===== src/rtl/adx_pkg.sv =====
// Shared types for the asynchronous duplex serial block.
// Assumes: nothing beyond IEEE 1800-2017.
package adx_pkg;

    // Receiver sequencing states.
    typedef enum logic [1:0] {
        RX_IDLE  = 2'd0,
        RX_START = 2'd1,
        RX_DATA  = 2'd2,
        RX_STOP  = 2'd3
    } rx_state_e;

endpackage


===== src/rtl/adx_sync.sv =====
// Multi-stage synchronizer for an asynchronous single-bit input.
// Assumes: STAGES >= 2; the flops reset to IDLE_VAL (the line's idle level).
module adx_sync #(
    parameter int   STAGES   = 2,
    parameter logic IDLE_VAL = 1'b1
) (
    input  logic clk,
    input  logic rst_n,
    input  logic d,
    output logic q
);
    logic [STAGES-1:0] chain;

    // Shift the raw level through the flop chain.
    always_ff @(posedge clk) begin
        if (!rst_n) chain <= {STAGES{IDLE_VAL}};
        else        chain <= {chain[STAGES-2:0], d};
    end

    assign q = chain[STAGES-1];
endmodule


===== src/rtl/adx_tx.sv =====
// Transmit framer: start bit, DATA_W payload bits LSB first, STOP_BITS stop bits.
// Each bit lasts OVS tick pulses. With parity on, the top payload bit is odd parity
// over the lower bits. Writes are taken only when idle.
// Assumes: tick is a one-cycle enable; OVS is a power of two.
module adx_tx #(
    parameter int DATA_W    = 8,
    parameter int OVS       = 16,
    parameter int STOP_BITS = 2
) (
    input  logic              clk,
    input  logic              rst_n,
    input  logic              tick,
    input  logic              par_en,
    input  logic              wr_en,
    input  logic [DATA_W-1:0] wr_data,
    output logic              busy,
    output logic              done,
    output logic              line
);
    localparam int FRAME_W = 1 + DATA_W + STOP_BITS;
    localparam int CNT_W   = $clog2(OVS);
    localparam int BIT_W   = $clog2(FRAME_W);

    logic [FRAME_W-1:0] shreg;
    logic [CNT_W-1:0]   tcnt;
    logic [BIT_W-1:0]   bcnt;
    logic               active;
    logic [DATA_W-1:0]  payload;

    // Build the payload, putting odd parity in the top bit when enabled.
    always_comb begin
        payload = wr_data;
        if (par_en) payload[DATA_W-1] = ~(^wr_data[DATA_W-2:0]);
    end

    // Load a frame on an idle write, then shift one bit every OVS ticks.
    always_ff @(posedge clk) begin
        if (!rst_n) begin
            shreg  <= '1;
            tcnt   <= '0;
            bcnt   <= '0;
            active <= 1'b0;
            done   <= 1'b0;
        end else begin
            done <= 1'b0;
            if (!active) begin
                if (wr_en) begin
                    shreg  <= {{STOP_BITS{1'b1}}, payload, 1'b0};
                    active <= 1'b1;
                    tcnt   <= '0;
                    bcnt   <= '0;
                end
            end else if (tick) begin
                if (tcnt == CNT_W'(OVS - 1)) begin
                    tcnt  <= '0;
                    shreg <= {1'b1, shreg[FRAME_W-1:1]};
                    if (bcnt == BIT_W'(FRAME_W - 1)) begin
                        active <= 1'b0;
                        done   <= 1'b1;
                        bcnt   <= '0;
                    end else begin
                        bcnt <= bcnt + 1'b1;
                    end
                end else begin
                    tcnt <= tcnt + 1'b1;
                end
            end
        end
    end

    assign line = shreg[0];
    assign busy = active;

    // the line rests high whenever no frame is in flight
    a_r1_idle_high: assert property (@(posedge clk) disable iff (!rst_n)
        !busy |-> line);
    // completion pulse lasts one clock
    a_r8_tx_pulse: assert property (@(posedge clk) disable iff (!rst_n)
        done |=> !done);
    // a write during a frame does not end or restart it
    a_r9_busy_ignores: assert property (@(posedge clk) disable iff (!rst_n)
        (busy && wr_en && !tick) |=> (busy && $stable(line)));
    // without a tick the line holds its level mid-frame
    a_r10_no_tick_hold: assert property (@(posedge clk) disable iff (!rst_n)
        (busy && !tick) |=> $stable(line));
endmodule


===== src/rtl/adx_rx.sv =====
// Receive deframer with start-bit qualification at mid-bit, mid-bit data sampling
// and a check of one stop bit. With parity on, the top output bit is replaced by
// an odd-parity error flag.
// Assumes: rx_in is already synchronized; tick is a one-cycle enable at OVS x bit rate.
module adx_rx
    import adx_pkg::*;
#(
    parameter int DATA_W = 8,
    parameter int OVS    = 16
) (
    input  logic              clk,
    input  logic              rst_n,
    input  logic              tick,
    input  logic              par_en,
    input  logic              rx_in,
    output logic [DATA_W-1:0] rx_data,
    output logic              rx_done
);
    localparam int CNT_W = $clog2(OVS);
    localparam int BIT_W = $clog2(DATA_W);
    localparam int HALF  = OVS / 2;

    rx_state_e         state;
    logic              prev;
    logic [CNT_W-1:0]  tcnt;
    logic [BIT_W-1:0]  bcnt;
    logic [DATA_W-1:0] shreg;
    logic [DATA_W-1:0] checked;

    // Form the presented byte, substituting the parity-error flag when enabled.
    always_comb begin
        checked = shreg;
        if (par_en) checked[DATA_W-1] = ~(^shreg);
    end

    // Sequence through start qualification, data sampling and stop check.
    always_ff @(posedge clk) begin
        if (!rst_n) begin
            state   <= RX_IDLE;
            prev    <= 1'b1;
            tcnt    <= '0;
            bcnt    <= '0;
            shreg   <= '0;
            rx_data <= '0;
            rx_done <= 1'b0;
        end else begin
            rx_done <= 1'b0;
            prev    <= rx_in;
            case (state)
                RX_IDLE: begin
                    if (prev && !rx_in) begin
                        state <= RX_START;
                        tcnt  <= '0;
                    end
                end
                RX_START: begin
                    if (tick) begin
                        if (tcnt == CNT_W'(HALF - 1)) begin
                            tcnt <= '0;
                            bcnt <= '0;
                            state <= rx_in ? RX_IDLE : RX_DATA;
                        end else begin
                            tcnt <= tcnt + 1'b1;
                        end
                    end
                end
                RX_DATA: begin
                    if (tick) begin
                        if (tcnt == CNT_W'(OVS - 1)) begin
                            tcnt  <= '0;
                            shreg <= {rx_in, shreg[DATA_W-1:1]};
                            if (bcnt == BIT_W'(DATA_W - 1)) state <= RX_STOP;
                            else                            bcnt  <= bcnt + 1'b1;
                        end else begin
                            tcnt <= tcnt + 1'b1;
                        end
                    end
                end
                RX_STOP: begin
                    if (tick) begin
                        if (tcnt == CNT_W'(OVS - 1)) begin
                            tcnt  <= '0;
                            state <= RX_IDLE;
                            if (rx_in) begin
                                rx_data <= checked;
                                rx_done <= 1'b1;
                            end
                        end else begin
                            tcnt <= tcnt + 1'b1;
                        end
                    end
                end
                default: state <= RX_IDLE;
            endcase
        end
    end

    // one-clock receive pulse
    a_r8_rx_pulse: assert property (@(posedge clk) disable iff (!rst_n)
        rx_done |=> !rx_done);
    // the presented byte moves only with the receive pulse
    a_r8_rx_stable: assert property (@(posedge clk) disable iff (!rst_n)
        !rx_done |-> $stable(rx_data));
    // a start bit that is high again at mid-bit sends the receiver back to idle
    a_r6_glitch_drop: assert property (@(posedge clk) disable iff (!rst_n)
        (state == RX_START && tick && tcnt == CNT_W'(HALF - 1) && rx_in) |=>
        (state == RX_IDLE && !rx_done));
    // a low stop bit gives no receive pulse
    a_r7_frame_drop: assert property (@(posedge clk) disable iff (!rst_n)
        (state == RX_STOP && tick && tcnt == CNT_W'(OVS - 1) && !rx_in) |=>
        !rx_done);
endmodule


===== src/rtl/async_duplex.sv =====
// Full-duplex asynchronous serial transceiver paced by an external tick at OVS x
// bit rate. It joins the transmit framer, the input synchronizer and the receive deframer.
// Assumes: bit_tick comes from a timer in the same clock domain; ser_in is asynchronous.
module async_duplex #(
    parameter int DATA_W      = 8,
    parameter int OVS         = 16,
    parameter int TX_STOP     = 2,
    parameter int SYNC_STAGES = 2
) (
    input  logic              clk,
    input  logic              rst_n,
    input  logic              bit_tick,
    input  logic              parity_on,
    input  logic              wr_stb,
    input  logic [DATA_W-1:0] wr_byte,
    output logic              tx_busy,
    output logic              tx_irq,
    output logic              ser_out,
    input  logic              ser_in,
    output logic [DATA_W-1:0] rd_byte,
    output logic              rx_irq
);
    logic rx_sync;

    adx_tx #(.DATA_W(DATA_W), .OVS(OVS), .STOP_BITS(TX_STOP)) u_tx (
        .clk     (clk),
        .rst_n   (rst_n),
        .tick    (bit_tick),
        .par_en  (parity_on),
        .wr_en   (wr_stb),
        .wr_data (wr_byte),
        .busy    (tx_busy),
        .done    (tx_irq),
        .line    (ser_out)
    );

    adx_sync #(.STAGES(SYNC_STAGES), .IDLE_VAL(1'b1)) u_sync (
        .clk   (clk),
        .rst_n (rst_n),
        .d     (ser_in),
        .q     (rx_sync)
    );

    adx_rx #(.DATA_W(DATA_W), .OVS(OVS)) u_rx (
        .clk     (clk),
        .rst_n   (rst_n),
        .tick    (bit_tick),
        .par_en  (parity_on),
        .rx_in   (rx_sync),
        .rx_data (rd_byte),
        .rx_done (rx_irq)
    );
endmodule


===== config.mk =====
export PLATFORM = sky130hd
export DESIGN_NAME = async_duplex
export DESIGN_NICKNAME = d
export VERILOG_FILES = /design/src/rtl/adx_pkg.sv /design/src/rtl/adx_sync.sv /design/src/rtl/adx_tx.sv /design/src/rtl/adx_rx.sv /design/src/rtl/async_duplex.sv
export SDC_FILE = /design/constraint.sdc
export NUM_CORES = 1
export LEC_CHECK = 0
export ABC_AREA = 1
export BUFFER_PORTS_ARGS = -buffer_cell sky130_fd_sc_hd__buf_4
export CAP_MARGIN = 10
export CORE_MARGIN = 5
export CORE_UTILIZATION = 30
export DETAILED_ROUTE_END_ITERATION = 7
export SLEW_MARGIN = 20
export SYNTH_ARGS = -nofsm -noshare
export SYNTH_HDL_FRONTEND = slang
export SYNTH_HIERARCHICAL = 1
export SYNTH_SLANG_ARGS = --single-unit

===== constraint.sdc =====
create_clock -name clk -period 1.8 [get_ports clk]
set_input_delay 0.36 -clock clk [delete_from_list [all_inputs] [get_ports clk]]
set_output_delay 0.36 -clock clk [all_outputs]
set_load 0.01 [all_outputs]

# Word-level counts from Yosys, hierarchy flattened
# Index checks and enable logic that the tools add are counted.
# op_classes
addsub,4
n_eq_ne,20
n_mux,43
n_bitwise,2
reduce_logical,17
# op_table
cell,count
4-bit two-way mux,13
11-bit two-way mux,4
2-bit two-way mux,9
3-bit two-way mux,5
4-bit by 1-bit adder with 4-bit output (second input constant),3
4-bit equality test (second input constant),3
2-bit by 1-bit != test with 1-bit output (second input constant),6
2-bit != test (second input constant),6
4-bit case mux with 3 select lines,1
4-bit AND reduction,3
1-bit two-way mux,9
3-bit AND reduction,3
2-bit case mux with 4 select lines,1
8-bit AND reduction,1
8-bit parity,1
7-bit parity,1
3-bit case mux with 2 select lines,1
6-bit AND reduction,1
2-bit equality test (second input constant),2
4-bit by 3-bit equality test with 1-bit output (second input constant),1
2-bit nonzero test,2
3-bit by 1-bit adder with 3-bit output (second input constant),1
3-bit equality test (second input constant),1
2-bit by 1-bit equality test with 1-bit output (second input constant),1
other kinds (6),7
# totals
reg_bits,50
inputBits,14
output_inout_bits,12

# Logic depth before layout (Yosys ltp)
# logic_depth
depth_word,5
mapped_depth,10

# By module
# Netlist, hierarchy kept.
# modules_own_cells
mod,instances,cells_each,area_each_um2,seq_area_each_um2
adx_rx,1,176,1311.3,540.5
adx_tx,1,149,1038.5,380.4
adx_sync,1,6,55.1,40.0

# Worst setup path after synthesis
# Ideal clock, no wire load.
# synth_path
path_kind,reg-to-reg
start,reg u_rx.tcnt[0]
end,reg u_rx.shreg[5]
arrival_time_ns,1.316
required_ns,1.681
slack_ns,0.365
path_stages_with_launch,10
path_buffers,1
path_cell_list,dfxtp_1 -> ha_1 -> nand2_1 -> nor2_4 -> inv_1 -> nor2_4 -> nand2_2 -> buf_2 -> o21ai_0 -> a21oi_1
# synth_between
elab_chain_cells,2
# synth_lines
item,line_no,source
from (decl),adx_rx.sv:25,logic [CNT_W-1:0] tcnt;
from (signal assigned),adx_rx.sv:63,tcnt <= tcnt + 1'b1;
from (signal assigned),adx_rx.sv:75,tcnt <= tcnt + 1'b1;
from (signal assigned),adx_rx.sv:89,tcnt <= tcnt + 1'b1;
4-bit equality test,adx_rx.sv:69,if (tcnt == CNT_W'(OVS - 1)) begin
3-bit AND reduction (no line),-,
to (signal assigned),adx_rx.sv:71,"shreg <= {rx_in, shreg[DATA_W-1:1]};"
to (decl),adx_rx.sv:27,logic [DATA_W-1:0] shreg;
# Every way passes these cells.
# A chain may end at the register's enable or synchronous reset.

# Worst setup path after layout
# layout_path
start,reg u_rx.tcnt[0]
end,reg u_rx.shreg[1]
# Same word-level chain as after synthesis.

==> impl_metrics.toml <==
[place]
dp_hpwl_um = 3590
gp_congestion = 0.806
post_dp_cell_area_sq_um = 2660
portBuffers = 25
place_inst = 451
dp_slack_ns = 0.252

[clock_network]
htreeDepth = 2
cts_inserted_buffers = 5
path_clk_slew_ns = 0.08
cts_tree = "built"
cts_hold_buf = 0
clock_sinks = 48
postCtsSetupBuffers = 0
insertion_delay_ns = 0.29
cts_max_path_buffers = 2
ctsResizeCount = 0
root_buffer = "clkbuf_8"

[timing]
finalCritPeriodShare_pct = 86.7
setup_ws_ns = 0.240
setup_tns_ns = 0
fmaxAchievable_ghz = 0.641
setup_viol = 0
hold_ws_ns = 0.256
skew_ns = 0.00877
tightestPinTransition_ns = 0.369
hold_violations = 0
maxSlewViolCount = 0
slew_headroom_pct = 75.4
rsz0062_at_grt = "no"
period_needed_ns = 1.56

[floorplanning]
dieArea_sq_um = 9910
die_w_um = 99.5
initial_utilization_pct = 31.0
core_area_sq_um = 7770
die_h_um = 99.5
rows = 32
num_io_pins = 26

[critical_path]
timing.rr.start = "u_rx/tcnt[0]"
path_max_fanout = 15
r2r_end = "u_rx/shreg[1]"
worstPathRequired_ns = 1.98
cp-start-kind = "register"
cp.buffers_inverters = 1
r2r_cells = 8
cpLargestDelayFamily = "simple AND/OR/NAND/NOR gates"
worst_path_largest_cell_delay_ns = 0.38
cpMostUsedCell = "nor2_4"
cp-end-kind = "register"
worstPathArrival_ns = 1.74
reg2reg_slack_ns = 0.24
path_cells = "ha_1 > nand2_1 > nor2_4 > inv_1 > nor2_4 > nand2_2 > o21ai_0 > a21oi_1"
slowest_stage = "dfxtp_1"
crit_type = "register to register"

[power_and_ir_drop]
power_leakage_nw = 1.31
powerDensity_nw_per_um2 = 752
ir_drop_mv = 0.326
power.total_mw = 2.08

[logic_synthesis]
synthesis.nets = 351
async_flop_share_pct = 0
seq_area_frac_synth_pct = 40.0
synth_cell_type_count = 35
ys.warnings.count = 6
ys.flop_type = "dfxtp_1"
synth_edf_count = 0
avgSynthCellArea_sq_um = 7.27
synth_seq_cells = 48
synthCells = 331
syn_area_sq_um = 2400

[hold_path]
hold_path_depth = 3
hold_start = "ser_in"
holdPathEnd = "u_sync/chain[0]"
hp-class = "input pin to register"

[flow_run]
cap_violations = 0

[routing]
initialDrtViolationCount = 98
ant_nets = 0
routed-wl-met2_um = 2110
m1WireLength_um = 2410
vias_per_cell = 4.46
vias = 2048
wl_met3_um = 206
wl_per_cell_um = 10.3
drt_wl_total_um = 4750
maxUsedRoutingLayer = "met4"
drc_errors = 0
firstDrtPassIters = 4

[finish]
drive_above_1_share_pct = 17.4
n_antenna_cell = 0
layout.cells.non_filler = 459
nets = 376
fin_area_sq_um = 2770
syn_to_final_growth_pct = 15.0
final_core_util_pct = 35.6

[global_routing]
grt_start_max_net_pins = 19
grt-ovfl-total = 0
grt_pass1_wl_um = 8140
antenna_found_initial = 0
grt_usage_pct = 9.91
first_global_vias = 1846

[outcome]
status = "finished, final reports clean"
==> cells in the mapped netlist (3+ instances only) <==
library cell | number | area [sq um]
a21oi_1 | 25 | 125
a21oi_2 | 5 | 43.8
buf_6 | 3 | 33.8
dfxtp_1 | 48 | 961
ha_1 | 6 | 75.1
inv_1 | 43 | 161
inv_2 | 5 | 18.8
nand2_1 | 92 | 345
nand2_2 | 4 | 25.0
nand2_4 | 3 | 33.8
nand3_1 | 20 | 100
nor2_1 | 18 | 67.6
nor2_4 | 3 | 33.8
nor3_1 | 3 | 15.0
o211ai_1 | 9 | 67.6
o21ai_0 | 18 | 90.1
o21ai_2 | 4 | 35.0
==> worst register-to-register path, delay by kind of cell, from the launching register on <==
kind | cells | cell delay, ns
adders and majority gates | 1 | 0.19
AOI/OAI and AO/OA | 2 | 0.27
and+or+nand+nor | 4 | 0.54
buffers and inverters | 1 | 0.07
DFF | 1 | 0.38
==> metal layers <==
layer | track usage (%) | vias to the layer above
met1 | 13.1 | 905
met3 | 2.59 | 2
met2 | 15.9 | 30
li1 | - | 1111
met4 | 2.84 | 0
met5 | 0 | -
==> report_power, final <==
part / internal (mW) / total, mW / switching, mW
logic: 0.0797 / 0.211 / 0.132
registers: 1.09 / 1.12 / 0.0253
clock network: 0.412 / 0.752 / 0.339
==> cell usage in the layout (no fill, tap or decap), drive strengths merged <==
cell     Yosys  final
clkbuf       2      6
o211ai       9      9
xor2         2      2
inv         48     48
a21oi       30     30
ha           6      6
dfxtp       48     48
xnor2        1      1
a21o         1      1
o2111ai      1      1
a31oi        1      1
buf          6     26
clkinv       1      2
bufinv       0      1
nand3       20     20
nand2       99     99
o22ai        1      1
nor3         4      4
a211oi       1      1
nor4         1      1
nor2        24     24
o21ai       24     24
and3         1      1
==> layout make-up <==
class,instances,area (sq um)
Tap cell,102,128
Sequential cell,48,961
Inverter,49,189
Fill cell,833,5000
Clock inverter,2,35.0
Multi-Input combinational cell,226,1180
Timing Repair Buffer,26,195
Clock buffer,6,72.6
==> worst max-delay path by stage <==
| stage | startpoint | end | slack (ns) | cells past startpoint |
|---|---|---|---|---|
| floorplan | u_rx/tcnt[0] | u_rx/shreg[5] | 0.36 | 9 |
| detailed placement | u_rx/tcnt[0] | u_rx/shreg[3] | 0.25 | 8 |
| global route | u_rx/tcnt[0] | u_rx/shreg[3] | 0.04 | 8 |
| CTS | u_rx/tcnt[0] | u_rx/shreg[1] | 0.23 | 8 |
| global placement | u_rx/tcnt[0] | u_rx/shreg[2] | 0.32 | 8 |
| finish | u_rx/tcnt[0] | u_rx/shreg[1] | 0.24 | 8 |
==> state kept, by name (all words and copies together), names as in the netlist, named ones only <==
| name | cells |
|---|---|
| u_rx/tcnt | 4 |
| u_rx/bcnt | 3 |
| u_sync/chain | 2 |
| u_rx/shreg | 8 |
| u_tx/tcnt | 4 |
| u_tx/busy | 1 |
| u_rx/rx_data | 8 |
| u_tx/bcnt | 4 |
| u_rx/rx_done | 1 |
| u_rx/prev | 1 |
| u_rx/state | 1 |
| u_tx/done | 1 |
| u_tx/shreg | 9 |
==> kinds of logic after synthesis <==
group	count (synthesis)	synth area share (%)
and+or+nand+nor	149	28.1
AOI/OAI and AO/OA	68	17.0
buffers and inverters	57	10.8
DFF	48	40.0
adders and majority gates	6	3.12
xor gates and xnor gates	3	1.09
(Power assumes the default switching activity.)
